$ cat config.mk
export PLATFORM = sky130hd
export DESIGN_NAME = adc_clkgen
export DESIGN_NICKNAME = d
export VERILOG_FILES = /design/src/rtl/adc_clkgen.sv
export SDC_FILE = /design/constraint.sdc
export NUM_CORES = 1
export LEC_CHECK = 0
export BUFFER_PORTS_ARGS = -buffer_cell sky130_fd_sc_hd__buf_4
export CORE_MARGIN = 2
export CORE_UTILIZATION = 61
export CTS_BUF_LIST = sky130_fd_sc_hd__clkbuf_2
export DETAILED_ROUTE_END_ITERATION = 8
export GPL_TIMING_DRIVEN = 0
export HOLD_SLACK_MARGIN = 0.02
export PLACE_DENSITY = 0.82
export REMOVE_ABC_BUFFERS = 1
export SYNTH_ARGS = -nofsm -noshare
export SYNTH_HDL_FRONTEND = slang
export SYNTH_SLANG_ARGS = --single-unit
export TNS_END_PERCENT = 5
$ cat constraint.sdc
create_clock -name clk -period 2.72 [get_ports clk]
set_input_delay 0.136 -clock clk [delete_from_list [all_inputs] [get_ports clk]]
set_output_delay 0.136 -clock clk [all_outputs]
set_load 0.005 [all_outputs]
$ cat src/rtl/adc_clkgen.sv
module adc_clkgen #(
  parameter int ADDR_W       = 8,
  parameter int REG_W        = 32,
  parameter int CLK_REG_ADDR = 'h0C,
  parameter int PRE_LSB      = 17,
  parameter int PRE_W        = 15,
  parameter int SCL_W        = 10,
  parameter int WIDE_W       = 16,
  parameter int CONV_PER_SMP = 12
) (
  input  logic              clk,
  input  logic              rst_n,
  input  logic              bus_wr_en,
  input  logic [ADDR_W-1:0] bus_addr,
  input  logic [REG_W-1:0]  bus_wdata,
  input  logic              wide_mode,
  output logic              conv_tick,
  output logic              sample_tick
);
  localparam int SMP_W = $clog2(CONV_PER_SMP);
  localparam logic [SMP_W-1:0] SMP_LAST = SMP_W'(CONV_PER_SMP - 1);

  logic [PRE_W-1:0]  pre_div, pre_cnt;
  logic [SCL_W-1:0]  scl_div, scl_cnt;
  logic [WIDE_W-1:0] wide_div, wide_cnt;
  logic [SMP_W-1:0]  smp_cnt;
  logic              half_q, mode_q;
  logic              wr_hit, restart, half_tick, pre_hit;
  logic              unused_wdata;

  assign wr_hit    = bus_wr_en && (bus_addr == ADDR_W'(CLK_REG_ADDR));
  assign restart   = wr_hit || (wide_mode != mode_q);
  assign half_tick = half_q;
  assign pre_hit   = half_tick && (pre_cnt == pre_div);
  assign conv_tick = mode_q ? (half_tick && (wide_cnt == wide_div))
                            : (pre_hit && (scl_cnt == scl_div));
  assign sample_tick  = conv_tick && (smp_cnt == SMP_LAST);
  assign unused_wdata = ^bus_wdata;

  always_ff @(posedge clk or negedge rst_n) begin
    if (!rst_n) begin
      pre_div  <= '0;
      scl_div  <= '0;
      wide_div <= '0;
      mode_q   <= 1'b0;
    end else begin
      mode_q <= wide_mode;
      if (wr_hit) begin
        pre_div  <= bus_wdata[PRE_LSB +: PRE_W];
        scl_div  <= bus_wdata[0 +: SCL_W];
        wide_div <= bus_wdata[0 +: WIDE_W];
      end
    end
  end

  always_ff @(posedge clk or negedge rst_n) begin
    if (!rst_n) begin
      half_q   <= 1'b0;
      pre_cnt  <= '0;
      scl_cnt  <= '0;
      wide_cnt <= '0;
      smp_cnt  <= '0;
    end else if (restart) begin
      half_q   <= 1'b0;
      pre_cnt  <= '0;
      scl_cnt  <= '0;
      wide_cnt <= '0;
      smp_cnt  <= '0;
    end else begin
      half_q <= ~half_q;
      if (half_tick) begin
        if (mode_q) begin
          wide_cnt <= (wide_cnt == wide_div) ? '0 : wide_cnt + 1'b1;
        end else begin
          pre_cnt <= pre_hit ? '0 : pre_cnt + 1'b1;
          if (pre_hit)
            scl_cnt <= (scl_cnt == scl_div) ? '0 : scl_cnt + 1'b1;
        end
      end
      if (conv_tick)
        smp_cnt <= (smp_cnt == SMP_LAST) ? '0 : smp_cnt + 1'b1;
    end
  end
endmodule

==> flow_summary.toml, run 1 <==
[final_layout]
fillCellCount = 473
fin_util = 0.756
drive_above_1_share = 0.140
diodes = 0
seqCellArea_um2 = 1950
fin_nets = 580
syn2layout_area_growth_pct = 21.8
fin_area_um2 = 5050
instances_no_fill = 617
multiInputGateArea_um2 = 2120

[global_route]
gr-usage-all-layers = 0.278
overflow = 0
met1_usage = 0.385
use_met2 = 0.456
grt-busiest-layer = "met2"
grt_max_degree = 79
use_met3 = 0.0352
grt_pass1_wl_um = 16200
antenna_found_initial = 0
grt_pass1_vias = 3494

[drt]
antenna_left = 0
vias_per_cell = 5.73
drtPass1Iterations = 7
vias = 3538
drc_errors = 0
drt_iter0_drc = 246
routedWlPerCell_um = 15.6
wl_um = 9630

[timing]
max_freq_mhz = 384
fin_skew_ns = 0.0237
maxSlewViolCount = 0
min_period_ns = 2.60
post-route-period-util = 0.956
rsz0062_at_grt = "true"
setup_violations = 0
hold-worst-slack_ns = 0.285
setup_tns_ns = 0
tightest_slew_ns = 0.981
slew_headroom = 0.346
final_hold_viol_count = 0

[outcome]
status = "finished clean"

[critical_path]
rr_endpoint = "scl_cnt[6]"
crit_end = "sample_tick"
r2r_slack_ns = 0.32
worst-r2r-cell-count = 6
timing.rr.start = "pre_cnt[4]"
cp-startpoint = "wide_cnt[10]"
critPathCaptureType = "primary output"
worstSetupPathType = "flop to primary output"
cp.required_ns = 2.58
cp.arrival_ns = 2.47
start_kind = "flop"
crit_fanout = 9

[synthesis]
synthCells = 456
syn_avg_cell_area_um2 = 9.09
netlist_area_um2 = 4150
dominantRegCellSynth = "dfrtp_1"
synth-edff-count = 0
ys_top_cells_by_area = "dfrtp_1, nand2_1, xnor2_1, nand4_1, o21ai_0"
yosysTopAreaCell = "dfrtp_1"
ys_ff_latch = 78
synth_most_common_cell = "nand2_1"
ys_seq_area_frac = 0.471
synth_warnings = 0
synth_common_cells = "nand2_1, dfrtp_1, xnor2_1"
async_flop_share = 1.00
synth_top_area_share = 0.471
synth_cell_types = 50

[clock_network]
cts_tree = "yes"
cts_max_level = 3
clock_latency_ns = 0.52
clk_pin_slew_ns = 0.22
clock-sinks = 78
cts_root_buf = "clkbuf_2"
cts_buffers = 9
cts_setup_buffers = 0
clockBufferDepth = 2

[placed_design]
place_inst = 567
place_area_um2 = 4520
place_congestion = 0.859
io_buffers = 44
dp_hpwl_um = 6240

[die]
start_util = 0.620
rows = 30
core-area_um2 = 6680
die_x_um = 86.4
die_height_um = 86.4
ioPinCount = 46
dieArea_um2 = 7470

[run]
drv_cap = 0

[power]
power.density_nw_per_um2 = 545
p_leak_nw = 2.34
ir_drop_uv = 404

[min_path]
min_path_type = "primary input to async pin"
[routing by layer]
metal | wire length, um | part of all wire | up-vias
met5 | 0 | 0 | -
li1 | - | - | 1721
met3 | 360 | 0.037 | 16
met4 | 146 | 0.015 | 0
met1 | 4350 | 0.45 | 1705
met2 | 4770 | 0.50 | 96
[worst max-delay path, stage by stage, from the launching register on]
cell and delay, ns:
dfrtp_1 0.51, xnor2_1 0.21, nand4_1 0.17, nor4_4 0.38
a22oi_2 0.23, nor4b_1 0.29, buf_4 0.16
[cell families after synthesis]
| kind of cell | count (synthesis) | share of synthesized area |
|---|---|---|
| adders and majority gates | 4 | 0.0121 |
| buffers and inverters | 19 | 0.0190 |
| muxes | 2 | 0.00513 |
| AOI/OAI and AO/OA | 58 | 0.0903 |
| and+or+nand+nor | 237 | 0.280 |
| DFF | 78 | 0.471 |
| xor gates and xnor gates | 58 | 0.123 |
[worst min-delay path by stage]
stage	from	end	slack [ns]	cells past startpoint
after floorplan	rst_n	half_q	-0.16	0
after global placement	wide_mode	mode_q	0.30	1
after detailed placement	wide_mode	mode_q	0.31	1
after CTS	rst_n	scl_cnt[8]	0.30	2
after global routing	bus_wdata[13]	wide_div[13]	0.29	4
final	rst_n	pre_div[4]	0.28	2
[final cells by class]
cell class / count / share of cell area
Inverter: 6 / 0.00446
Timing Repair Buffer: 78 / 0.132
Sequential cell: 78 / 0.387
Multi-Input combinational cell: 359 / 0.421
Tap cell: 80 / 0.0198
Clock buffer: 10 / 0.00991
Clock inverter: 6 / 0.0265
[placed cells by master (no fill, tap or decap), types with 7 or more instances in the layout]
cell type      instances
dfrtp_1               77
and3_1                11
xor2_1                13
dlygate4sd3_1         33
buf_4                 44
clkbuf_2              10
a21oi_1                7
nand2_1              117
xnor2_1               45
o21ai_0               24
nor3_1                 9
nand2b_1               8
nand4_1               20
nor2_1                31
nand3_1               10
[state kept, by name, summed over array words and instances (netlist names)]
name and flops:
wide_cnt 16, half_q 1, scl_cnt 10, mode_q 1, scl_div 9, pre_cnt 15, pre_div 15, wide_div 7
smp_cnt 4
[timing repair]
| item | 4_1_cts | 5_1_grt |
|---|---|---|
| hold buffers | 33 | 0 |
| endpoints found under the setup margin | 18 | 11 |
| gates resized for setup | 1 | 3 |
| endpoints found under the hold margin | 111 | 0 |
| pin swaps | 0 | 1 |
| gates cloned | 0 | 0 |
[stage by stage]
step | worst slack [ns] | total power [mW]
floorplan | 0.179 | 1.64
global placement | -0.915 | 1.80
detailed placement | -0.922 | 1.82
CTS | 0.00639 | 2.75
global route | -0.0675 | 2.88
finish | 0.119 | 2.75
[power by group]
part | total, mW | switching (mW) | internal, mW | leakage, nW
clock network | 0.902 | 0.410 | 0.492 | 0.106
logic | 0.557 | 0.308 | 0.249 | 1.15
registers | 1.29 | 0.0748 | 1.22 | 1.07
total | 2.75 | 0.792 | 1.96 | 2.34
(Power assumes the default switching activity.)
==> run 2, diff against run 1 <==
--- a/config.mk
+++ b/config.mk
@@ -6,6 +6,7 @@
 export NUM_CORES = 1
 export LEC_CHECK = 0
 export BUFFER_PORTS_ARGS = -buffer_cell sky130_fd_sc_hd__buf_4
+export CORE_ASPECT_RATIO = 0.5
 export CORE_MARGIN = 2
 export CORE_UTILIZATION = 61
 export CTS_BUF_LIST = sky130_fd_sc_hd__clkbuf_2
==> run 2 against run 1 <==
Cell area down 0.72%. Combinational power is 2% higher. Power shrank 7.3%. Worst setup slack got worse by 0.012 ns. Critical path type unchanged. Largest power group unchanged. Highest routed layer unchanged.
==> flow_summary.toml, run 2 (synthesized netlist as in run 1, its figures left out) <==
[drt]
drt_iter0_drc = 327
vias = 3526
routedWlPerCell_um = 14.8
vias_per_cell = 5.61
wl_um = 9290
drtPass1Iterations = 5
antenna_left = 0
drc_errors = 0

[final_layout]
layout_commonest_cell = "nand2_1"
mostFrequentLayoutCells = "nand2_1, dfrtp_1, xnor2_1, buf_4, dlygate4sd3_1"
instances_no_fill = 628
diodes = 0
fin_nets = 579
largest_register_ffs = 16
reg.largest.list = "wide_cnt x16, pre_cnt x15, pre_div x15"
fillCellCount = 471
fin_util = 0.757
fin_area_um2 = 5010
regMostFlops = "wide_cnt"
drive_above_1_share = 0.134
syn2layout_area_growth_pct = 20.9

[placed_design]
dp_hpwl_um = 6050
place_inst = 579
place_congestion = 0.890
place_area_um2 = 4530
io_buffers = 44

[min_path]
min_path_type = "primary input to async pin"

[power]
power.density_nw_per_um2 = 509
ir_drop_uv = 248
p_leak_nw = 2.31

[critical_path]
cp.arrival_ns = 2.48
worstSetupPathType = "flop to primary output"
crit_fanout = 9
critPathCaptureType = "primary output"
start_kind = "flop"
cp.required_ns = 2.58

[die]
dieArea_um2 = 7510
start_util = 0.626
core-area_um2 = 6620
die_height_um = 62.3
die_x_um = 121
ioPinCount = 46
rows = 21

[outcome]
status = "finished clean"

[timing]
setup_violations = 0
hold-worst-slack_ns = 0.244
maxSlewViolCount = 0
tightest_slew_ns = 0.973
post-route-period-util = 0.961
slew_headroom = 0.352
fin_skew_ns = 0.0220
max_freq_mhz = 383
rsz0062_at_grt = "true"
min_period_ns = 2.61
final_hold_viol_count = 0

[clock_network]
clock-sinks = 78
cts_setup_buffers = 0
clk_pin_slew_ns = 0.20
clock_latency_ns = 0.56
cts_buffers = 9
cts_max_level = 3
cts_root_buf = "clkbuf_2"
cts_tree = "yes"
clockBufferDepth = 2

[global_route]
grt_pass1_wl_um = 16200
gr-usage-all-layers = 0.276
overflow = 0
antenna_found_initial = 0
grt_pass1_vias = 3447
grt_max_degree = 79

[run]
drv_cap = 0
-- run 2: cell count changes in the layout (fill, tap and decap cells not counted), sizes merged --
| cell | delta |
|---|---|
| buf | -1 |
| bufinv | -2 |
| clkinv | +2 |
-- run 2: timing repair --
action | in CTS | in global routing
endpoints found under the hold margin | 111 | 0
gates resized for setup | 1 | 2
hold buffers | 33 | 0
setup endpoints to repair | 19 | 11
cloned | 0 | 0
-- run 2: layout make-up --
type / instances / area [um2] / area share
inverters: 6 / 22.5 / 0.00449
repair buffers: 77 / 661 / 0.132
flip-flops and latches: 78 / 1950 / 0.389
multi-input cells: 359 / 2140 / 0.426
clock buffers: 10 / 50.0 / 0.00999
clock inverters: 6 / 76.3 / 0.0152
well taps: 92 / 115 / 0.0230
-- run 2: final timing paths --
check / startpoint / end / slack (ns) / cells past startpoint
setup / recovery: wide_div[9] / sample_tick / 0.11 / 6
hold reg to reg: wide_div[10] / wide_div[10] / 0.53 / 2
min in group clk: wide_mode / mode_q / 0.26 / 2
hold / removal: rst_n / pre_div[1] / 0.24 / 2
setup reg to reg: pre_cnt[9] / scl_cnt[0] / 0.26 / 6
max in group asynchronous: rst_n / scl_cnt[0] / 1.85 / 2
-- run 2: critical path, stage by stage, from the launching register on --
cell and delay [ns]:
dfrtp_1 0.49, xnor2_1 0.19, nand4_1 0.18, nor4_1 0.40
a22oi_2 0.20, nor4b_1 0.28, buf_4 0.16
-- run 2: layer usage --
metal	wire length, um	GRT usage	vias up
li1	-	-	1717
met1	4320	0.384	1710
met2	4420	0.425	84
met3	406	0.0689	15
met4	150	0.0959	0
met5	0	0	-
-- run 2: where the power goes --
part	total [mW]	switching, mW	internal, mW
Sequential	1.29	0.0743	1.22
Combinational	0.568	0.317	0.251
Clock	0.690	0.392	0.298
-- run 2: metrics by stage --
step | power (mW) | TNS [ns] | setup slack [ns]
3_5_place_dp | 1.83 | -25.76 | -0.996
3_3_place_gp | 1.80 | -24.68 | -0.938
6_report | 2.55 | 0 | 0.107
2_1_floorplan | 1.64 | 0 | 0.179
5_1_grt | 2.69 | -0.119 | -0.119
4_1_cts | 2.55 | 0 | 0.0680
